**src/rtl/sinc3_pkg.sv**
```systemverilog
package sinc3_pkg;
  localparam int unsigned ORDER = 3;

  // Accumulator width: growth of ORDER*log2(rate) plus sign, plus one bit so
  // that the full-scale step result R^3 is representable at R = DR_MAX.
  function automatic int unsigned acc_width(input int unsigned dr_max);
    return ORDER * $clog2(dr_max) + 2;
  endfunction

  function automatic int unsigned cnt_width(input int unsigned limit);
    return $clog2(limit + 1);
  endfunction
endpackage

```
**src/rtl/sinc3_mclk_gen.sv**
```systemverilog
module sinc3_mclk_gen #(
  parameter int DIV_MIN = 5,
  parameter int DIV_MAX = 10,
  parameter int SW      = 4
) (
  input  logic          clk,
  input  logic          rst,
  input  logic [SW-1:0] div_sel,
  output logic          mod_clk,
  output logic          smp_tick
);
  logic [SW-1:0] div_eff;
  logic [SW-1:0] half;
  logic [SW-1:0] cnt;
  logic [SW-1:0] cnt_nxt;
  logic          wrap;

  always_comb begin
    if (div_sel < SW'(DIV_MIN))      div_eff = SW'(DIV_MIN);
    else if (div_sel > SW'(DIV_MAX)) div_eff = SW'(DIV_MAX);
    else                             div_eff = div_sel;
    half    = div_eff >> 1;
    wrap    = (cnt >= div_eff - SW'(1));
    cnt_nxt = wrap ? '0 : cnt + SW'(1);
  end

  // Counter starts at all ones so the first edge after reset is a wrap,
  // keeping every rising edge of mod_clk paired with a sample strobe.
  always_ff @(posedge clk) begin
    if (rst) begin
      cnt     <= '1;
      mod_clk <= 1'b0;
    end else begin
      cnt     <= cnt_nxt;
      mod_clk <= (cnt_nxt < half);
    end
  end

  assign smp_tick = wrap & ~rst;
endmodule

```
**src/rtl/sinc3_integ.sv**
```systemverilog
module sinc3_integ import sinc3_pkg::*; #(
  parameter int W = 26
) (
  input  logic         clk,
  input  logic         rst,
  input  logic         flush,
  input  logic         step,
  input  logic         din,
  output logic [W-1:0] acc_out
);
  logic [ORDER-1:0][W-1:0] acc;
  logic [ORDER-1:0][W-1:0] feed;

  // +1 for a one, -1 (all ones) for a zero
  assign feed[0] = din ? W'(1) : {W{1'b1}};

  for (genvar k = 0; k < ORDER; k++) begin : g_stage
    logic [W-1:0] r;
    if (k > 0) begin : g_chain
      assign feed[k] = acc[k-1];
    end
    always_ff @(posedge clk) begin
      if (rst || flush) r <= '0;
      else if (step)    r <= r + feed[k];
    end
    assign acc[k] = r;
  end

  assign acc_out = acc[ORDER-1];
endmodule

```
**src/rtl/sinc3_dec_ctr.sv**
```systemverilog
module sinc3_dec_ctr #(
  parameter int DR_MIN = 2,
  parameter int DR_MAX = 256,
  parameter int CW     = 9
) (
  input  logic          clk,
  input  logic          rst,
  input  logic          flush,
  input  logic          step,
  input  logic [CW-1:0] rate,
  output logic          dec_tick
);
  logic [CW-1:0] rate_eff;
  logic [CW-1:0] cnt;

  always_comb begin
    if (rate < CW'(DR_MIN))      rate_eff = CW'(DR_MIN);
    else if (rate > CW'(DR_MAX)) rate_eff = CW'(DR_MAX);
    else                         rate_eff = rate;
  end

  assign dec_tick = step && (cnt >= rate_eff);

  // cnt holds the number of samples already in the current frame; the sample
  // on a tick edge opens the next frame, hence the reload to one.
  always_ff @(posedge clk) begin
    if (rst || flush) cnt <= '0;
    else if (step)    cnt <= dec_tick ? CW'(1) : cnt + CW'(1);
  end
endmodule

```
**src/rtl/sinc3_comb.sv**
```systemverilog
module sinc3_comb import sinc3_pkg::*; #(
  parameter int W = 26
) (
  input  logic         clk,
  input  logic         rst,
  input  logic         flush,
  input  logic         dec_tick,
  input  logic [W-1:0] acc_in,
  output logic [W-1:0] dout,
  output logic         dout_valid
);
  logic [ORDER:0][W-1:0] dif;

  assign dif[0] = acc_in;

  for (genvar k = 0; k < ORDER; k++) begin : g_diff
    logic [W-1:0] dly;
    always_ff @(posedge clk) begin
      if (rst || flush)  dly <= '0;
      else if (dec_tick) dly <= dif[k];
    end
    assign dif[k+1] = dif[k] - dly;
  end

  always_ff @(posedge clk) begin
    if (rst || flush) begin
      dout       <= '0;
      dout_valid <= 1'b0;
    end else begin
      dout_valid <= dec_tick;
      if (dec_tick) dout <= dif[ORDER];
    end
  end
endmodule

```
**src/rtl/sinc3_flush_dec.sv**
```systemverilog
module sinc3_flush_dec import sinc3_pkg::*; #(
  parameter int DIV_MIN = 5,
  parameter int DIV_MAX = 10,
  parameter int DR_MIN  = 2,
  parameter int DR_MAX  = 256
) (
  input  logic                                   clk,
  input  logic                                   rst,
  input  logic [cnt_width(DIV_MAX)-1:0]          div_sel,
  input  logic [cnt_width(DR_MAX)-1:0]           dec_rate,
  input  logic                                   int_en,
  input  logic                                   flush,
  input  logic                                   mod_bit,
  output logic                                   mod_clk,
  output logic signed [acc_width(DR_MAX)-1:0]    dout,
  output logic                                   dout_valid
);
  localparam int W  = acc_width(DR_MAX);
  localparam int SW = cnt_width(DIV_MAX);
  localparam int CW = cnt_width(DR_MAX);

  logic         smp_tick;
  logic         step;
  logic         dec_tick;
  logic [W-1:0] acc3;
  logic [W-1:0] res;

  sinc3_mclk_gen #(.DIV_MIN(DIV_MIN), .DIV_MAX(DIV_MAX), .SW(SW)) u_mclk (
    .clk(clk), .rst(rst), .div_sel(div_sel), .mod_clk(mod_clk), .smp_tick(smp_tick)
  );

  assign step = smp_tick & int_en & ~flush;

  sinc3_integ #(.W(W)) u_integ (
    .clk(clk), .rst(rst), .flush(flush), .step(step), .din(mod_bit), .acc_out(acc3)
  );

  sinc3_dec_ctr #(.DR_MIN(DR_MIN), .DR_MAX(DR_MAX), .CW(CW)) u_dctr (
    .clk(clk), .rst(rst), .flush(flush), .step(step), .rate(dec_rate), .dec_tick(dec_tick)
  );

  sinc3_comb #(.W(W)) u_comb (
    .clk(clk), .rst(rst), .flush(flush), .dec_tick(dec_tick), .acc_in(acc3),
    .dout(res), .dout_valid(dout_valid)
  );

  assign dout = $signed(res);
endmodule

```
**config.mk**
```make
export PLATFORM = sky130hd
export DESIGN_NAME = sinc3_flush_dec
export DESIGN_NICKNAME = d
export VERILOG_FILES = /design/src/rtl/sinc3_pkg.sv /design/src/rtl/sinc3_mclk_gen.sv /design/src/rtl/sinc3_integ.sv /design/src/rtl/sinc3_dec_ctr.sv /design/src/rtl/sinc3_comb.sv /design/src/rtl/sinc3_flush_dec.sv
export SDC_FILE = /design/constraint.sdc
export NUM_CORES = 1
export LEC_CHECK = 0
export BUFFER_PORTS_ARGS = -buffer_cell sky130_fd_sc_hd__buf_2
export CORE_MARGIN = 2
export CORE_UTILIZATION = 30
export CTS_BUF_LIST = sky130_fd_sc_hd__clkbuf_4 sky130_fd_sc_hd__clkbuf_8 sky130_fd_sc_hd__clkbuf_16
export CTS_CLUSTER_SIZE = 40
export DETAILED_ROUTE_END_ITERATION = 10
export PLACE_DENSITY = 0.44
export SLEW_MARGIN = 20
export SYNTH_ARGS = -nofsm -noshare
export SYNTH_HDL_FRONTEND = slang
export SYNTH_SLANG_ARGS = --single-unit
export TNS_END_PERCENT = 10
```
**constraint.sdc**
```tcl
create_clock -name clk -period 10.25 [get_ports clk]
set_clock_uncertainty 0.2 [all_clocks]
set_input_delay 2.05 -clock clk [delete_from_list [all_inputs] [get_ports clk]]
set_output_delay 2.05 -clock clk [all_outputs]
set_load 0.005 [all_outputs]
```
==> results of run 1 <==
-- power by group --
group / leakage (nW) / internal [W] / switching [W]
logic: 4.47 / 0.000492 / 0.000605
clock network: 0.308 / 0.000449 / 0.000314
registers: 1.59 / 0.000782 / 0.0000158
-- registers in the layout, indices dropped and copies added (netlist names) --
name / cells
u_comb.dout_valid: 1
u_dctr.cnt: 9
u_comb.g_diff.dly: 78
u_integ.g_stage.r: 52
u_comb.dout: 26
u_mclk.cnt: 4
u_integ.acc_out: 26
u_mclk.mod_clk: 1
-- cells by family (layout without fill, tap and decap cells) --
| kind of cell | count (synthesis) | after routing | share of synthesized area, % |
|---|---|---|---|
| AO/OA/AOI/OAI | 539 | 539 | 24.9 |
| flip-flops | 197 | 197 | 28.3 |
| multiplexers | 2 | 2 | 0.143 |
| adder cells (fa/ha/maj) | 173 | 173 | 15.8 |
| buffers and inverters | 192 | 212 | 5.16 |
| XOR/XNOR | 137 | 137 | 8.71 |
| AND/OR/NAND/NOR | 523 | 523 | 16.9 |
-- cell type report --
class	count	area (µm²)
flip-flops and latches	197	3940
clock inverters	12	201
fillers	4894	30800
multi-input cells	1374	9310
well taps	607	759
inverters	128	483
clock buffers	20	460
repair buffers	52	278
-- metrics by stage --
step / hold slack [ns] / instances / worst slack (ns) / area [µm²] / utilization (%)
2_1_floorplan: 0.236 / 1763 / 4.26 / 14000 / -
3_3_place_gp: 0.237 / 2358 / 3.60 / 14800 / 31.9
5_1_grt: 0.262 / 2390 / 2.77 / 15400 / 33.4
4_1_cts: 0.252 / 2390 / 3.46 / 15400 / 33.4
6_report: 0.249 / 2390 / 3.54 / 15400 / 33.4
3_5_place_dp: 0.244 / 2358 / 3.47 / 14800 / 31.9
-- metal layers --
layer	GRT usage [%]	vias up
met2	22.8	86
met1	17.2	5106
met5	0	-
met3	1.79	23
met4	3.96	0
li1	-	6264
-- worst min-delay path, cell delays in order (launching register included) --
cell     delay (ns)
dfxtp_1        0.31
nand2_1        0.05
a21oi_1        0.05
-- cell usage in the layout (no fill, tap or decap), types with 42 or more instances in the layout --
cell,instances
nand3_1,55
inv_1,126
xnor2_1,94
a21o_1,73
o21ai_0,86
o31ai_1,70
dfxtp_1,197
xor2_1,42
nand2_1,225
nor2_1,107
a21oi_1,170
ha_1,167
buf_2,45
-- how the worst min path moves through the flow --
| stage | slack (ns) | end | cells past startpoint | start |
|---|---|---|---|---|
| after floorplan | 0.24 | u_comb.g_diff[1].dly[15] | 2 | u_comb.g_diff[1].dly[15] |
| after global placement | 0.24 | u_comb.dout[11] | 2 | u_comb.dout[11] |
| after detailed placement | 0.24 | u_comb.dout[13] | 2 | u_comb.dout[13] |
| after CTS | 0.25 | u_comb.dout[13] | 2 | u_comb.dout[13] |
| after global routing | 0.26 | u_comb.dout[3] | 2 | u_comb.dout[3] |
| final | 0.25 | u_comb.dout[3] | 2 | u_comb.dout[3] |
==> impl_metrics.json, run 1 <==
{
  "antenna_found_initial": 0,
  "synth_top_cell_by_area": "dfxtp_1",
  "vias": 11500,
  "synth.net_count": 1954,
  "topRoutingLayerUsed": "met4",
  "cp-endpoint": "u_comb.dout[25]",
  "die_height_um": 220,
  "ys_seq_area_share_pct": 28.3,
  "relSlewSlack_pct": 30.4,
  "route.layer.met1.wl_mm": 15.8,
  "synth_cell_types": 73,
  "grt_pass1_wl_mm": 53.0,
  "diodes": 0,
  "synth.cell_area_um2": 14000,
  "cts_resized": 0,
  "worst-path-stages": 34,
  "finalWeightedCongestion": 0.770,
  "numClockSinks": 197,
  "synth-edff-count": 0,
  "vdd_drop_max_mv": 0.114,
  "worst_pin_slew_ns": 1.04,
  "ys.flop_type": "dfxtp_1",
  "start_util_pct": 30.2,
  "hpwl_mm": 22.0,
  "min_period_over_period_pct": 65.4,
  "clock_path_buffers": 2,
  "die-area_um2": 48300,
  "cts_htree_levels": 4,
  "core_um2": 46300,
  "power.density_nw_per_um2": 172,
  "syn2layout_area_growth_pct": 10.6,
  "ys_ff_latch": 197,
  "root_buffer": "clkbuf_16",
  "rsz0062_at_grt": "false",
  "ys_top_cells_by_count": "nand2_1, dfxtp_1, a21oi_1",
  "synthMostInstantiatedCell": "nand2_1",
  "power.total_w": 0.00266,
  "crit_path_end_kind": "flip-flop",
  "ios": 46,
  "r2r_slack_ns": 3.54,
  "synthCells": 1763,
  "tns_ns": 0,
  "clk_pin_slew_ns": 0.07,
  "hold_buffers": 0,
  "p_leak_nw": 6.37,
  "grt_pass1_vias": 11000,
  "cp_max_fo": 4,
  "yosysTopAreaCellShare_pct": 28.3,
  "grt.total_usage_pct": 13.2,
  "avgViaCountPerCell": 4.80,
  "slew_violations": 0,
  "slowest_delay_ns": 0.41,
  "worstReg2RegStart": "u_integ.acc_out[0]",
  "io_buffers": 45,
  "die_w_um": 220,
  "crit_path_start": "u_integ.acc_out[0]",
  "hold_viol": 0,
  "syn-mean-instance-area_um2": 7.91,
  "rows": 79,
  "drc": 0,
  "fmax_mhz": 149,
  "antenna_left": 0,
  "cp_num_buf_inv": 2,
  "period_needed_ns": 6.71,
  "r2r-end": "u_comb.dout[25]",
  "drt-pass1-iter-count": 5,
  "post_cts_buffers": 0,
  "cp_top_family": "compound AO/OA/AOI/OAI gates",
  "overflow": 0,
  "drive_gt1_share_pct": 5.89,
  "worstPathRequired_ns": 10.37,
  "clock_latency_ns": 0.45,
  "maxCapViolCount": 0,
  "routed_wl_mm": 30.5,
  "cp_common_cell": "o21ai_0",
  "synth_area_leaders": "dfxtp_1, ha_1, a21oi_1",
  "r2r.worst_path.cells": 34,
  "setup_viol": 0,
  "yosysWarningCount": 0,
  "route.met3.wl_um": 515,
  "dr_wl_met2_mm": 13.9,
  "hold_path_class": "reg -> reg",
  "startpoint_type": "flip-flop",
  "grt_max_degree": 90,
  "nets": 1961,
  "status": "finished clean",
  "cts_made_buffers": 17,
  "worstPathArrival_ns": 6.83,
  "ys_async_sr_fraction_pct": 0,
  "crit_slowest_cell": "fa_1",
  "wl_per_cell_um": 12.8,
  "worst-setup-path-type": "reg -> reg",
  "cts_tree": "done",
  "drtIter0Drc": 488
}
No activity file was read; power rests on OpenSTA's default activity.
==> run 2: changes to the inputs <==
==> constraint.sdc (replaced) <==
create_clock -name clk -period 6.3 [get_ports clk]
set_clock_uncertainty 0.2 [all_clocks]
set_input_delay 1.26 -clock clk [delete_from_list [all_inputs] [get_ports clk]]
set_output_delay 1.26 -clock clk [all_outputs]
set_load 0.005 [all_outputs]
==> impl_metrics.json, run 2 (synthesized netlist as in run 1, its figures left out) <==
{
  "hold_viol": 0,
  "grt.total_usage_pct": 13.0,
  "rsz0062_at_grt": "true",
  "overflow": 0,
  "root_buffer": "clkbuf_16",
  "hold_start": "u_comb.dout[3]",
  "drtIter0Drc": 503,
  "clock_latency_ns": 0.46,
  "fillers": 4912,
  "hold-worst-slack_ns": 0.252,
  "grt_max_degree": 83,
  "cp_max_fo": 4,
  "mostFrequentLayoutCell": "nand2_1",
  "maxCapViolCount": 0,
  "worst_pin_slew_ns": 0.987,
  "post-route-util_pct": 33.7,
  "status": "finished clean",
  "wl_per_cell_um": 12.8,
  "worst-setup-path-type": "reg -> reg",
  "setup_viol": 0,
  "numClockSinks": 197,
  "period_needed_ns": 5.88,
  "drc": 0,
  "hold_path_class": "reg -> reg",
  "slowest_delay_ns": 0.35,
  "vdd_drop_max_mv": 0.236,
  "die_height_um": 220,
  "cts_htree_levels": 4,
  "start_util_pct": 30.2,
  "nets": 1979,
  "crit_path_end_kind": "flip-flop",
  "worstPathRequired_ns": 6.42,
  "top_register": "u_comb.g_diff.dly",
  "clock_path_buffers": 2,
  "r2r.worst_path.cells": 31,
  "routed_wl_mm": 30.7,
  "io_buffers": 45,
  "top_regs": "u_comb.g_diff.dly: 78 flops, u_integ.g_stage.r: 52 flops",
  "grt_pass1_vias": 10800,
  "crit_slowest_cell": "ha_1",
  "avgViaCountPerCell": 4.79,
  "hold_depth": 2,
  "relSlewSlack_pct": 34.2,
  "largest_reg_flops": 78,
  "finalWeightedCongestion": 0.749,
  "rows": 79,
  "die-area_um2": 48300,
  "min_period_over_period_pct": 93.4,
  "drt-pass1-iter-count": 4,
  "hpwl_mm": 22.3,
  "fmax_mhz": 170,
  "r2r-end": "u_comb.dout[24]",
  "die_w_um": 220,
  "syn2layout_area_growth_pct": 11.6,
  "r2r_slack_ns": 0.42,
  "cts_made_buffers": 17,
  "final_cell_mix": "nand2_1, dfxtp_1, a21oi_1, ha_1, inv_1",
  "power.density_nw_per_um2": 283,
  "clk_pin_slew_ns": 0.08,
  "diodes": 0,
  "whs_endpoint": "u_comb.dout[3]",
  "ios": 46,
  "core_um2": 46300,
  "startpoint_type": "flip-flop",
  "worstPathArrival_ns": 6.00,
  "p_leak_nw": 6.46,
  "slew_violations": 0,
  "drive_gt1_share_pct": 7.61,
  "cts_tree": "done",
  "grt_pass1_wl_mm": 52.1,
  "vias": 11500,
  "antenna_found_initial": 0,
  "antenna_left": 0,
  "worstReg2RegStart": "u_comb.g_diff[0].dly[1]"
}
-- run 2: changes by cell type in the layout (fill, tap and decap cells not counted), moves of 2 or more --
cell,delta
nor2_2,+2
clkinv_4,+3
o21ai_0,-5
o21ai_1,+3
clkinvlp_4,-3
o21ai_2,+2
nor2_1,-2
inv_6,+2
buf_4,+18
bufinv_16,-3
a21oi_2,+2
a21oi_1,-2
-- run 2: area by class of cell --
class / count / area, µm² / share of cell area, %
repair buffers: 70 / 413 / 2.65
well taps: 607 / 759 / 4.88
multi-input cells: 1374 / 9370 / 60.1
clock buffers: 20 / 467 / 3.00
inverters: 128 / 483 / 3.10
clock inverters: 12 / 144 / 0.924
flip-flops and latches: 197 / 3940 / 25.3
-- run 2: report_power, final --
group / internal, W / switching (W) / total (W)
sequential: 0.00127 / 0.0000255 / 0.00130
clock: 0.000624 / 0.000520 / 0.00114
combinational: 0.000920 / 0.00104 / 0.00196
total: 0.00282 / 0.00158 / 0.00440
-- run 2: worst max-delay path: cells and delay by family, from the launching register on --
| kind | cells | cell delay, ns |
|---|---|---|
| AOI/OAI and AO/OA | 15 | 2.73 |
| adders and majority gates | 3 | 0.91 |
| and+or+nand+nor | 7 | 0.81 |
| xor gates and xnor gates | 3 | 0.43 |
| buffers and inverters | 3 | 0.34 |
| DFF | 1 | 0.31 |
-- run 2: stage by stage --
step	cells	setup TNS, ns	power, W	setup WS, ns	instance area (µm²)
CTS	2406	0	0.00440	0.0361	15500
global route	2408	-0.0666	0.00475	-0.0664	15600
detailed placement	2374	-0.0548	0.00322	-0.0548	14900
finish	2408	0	0.00440	0.417	15600
global placement	2374	0	0.00321	0.0172	14900
floorplan	1763	0	0.00279	0.311	14000
-- run 2: worst max path at each step --
stage / cells past startpoint / slack (ns) / startpoint / to
final: 31 / 0.42 / u_comb.g_diff[0].dly[1] / u_comb.dout[24]
after global routing: 34 / -0.07 / u_integ.acc_out[0] / u_comb.dout[24]
after CTS: 34 / 0.04 / u_integ.acc_out[0] / u_comb.dout[24]
after detailed placement: 34 / -0.05 / u_integ.acc_out[0] / u_comb.dout[25]
after global placement: 34 / 0.02 / u_integ.acc_out[0] / u_comb.dout[25]
after floorplan: 34 / 0.31 / u_integ.acc_out[0] / u_comb.dout[25]
-- run 2: routing by layer --
layer  wire, µm  share of wire [%]  vias up  track usage, %
li1           -                  -     6303               -
met1      16200                 53     5129            17.4
met2      13600                 44       73            21.7
met3        554                1.8       25            2.40
met4        349                1.1        0            3.27
met5          0                  0        -               0
-- run 2: what timing repair did --
item                                    in CTS  in global routing
buffers inserted                             0                  2
hold buffers                                 0                  0
gates resized for setup                      2                 19
endpoints found under the setup margin       2                  6
pin swaps                                    1                 14
endpoints found under the hold margin        0                  0
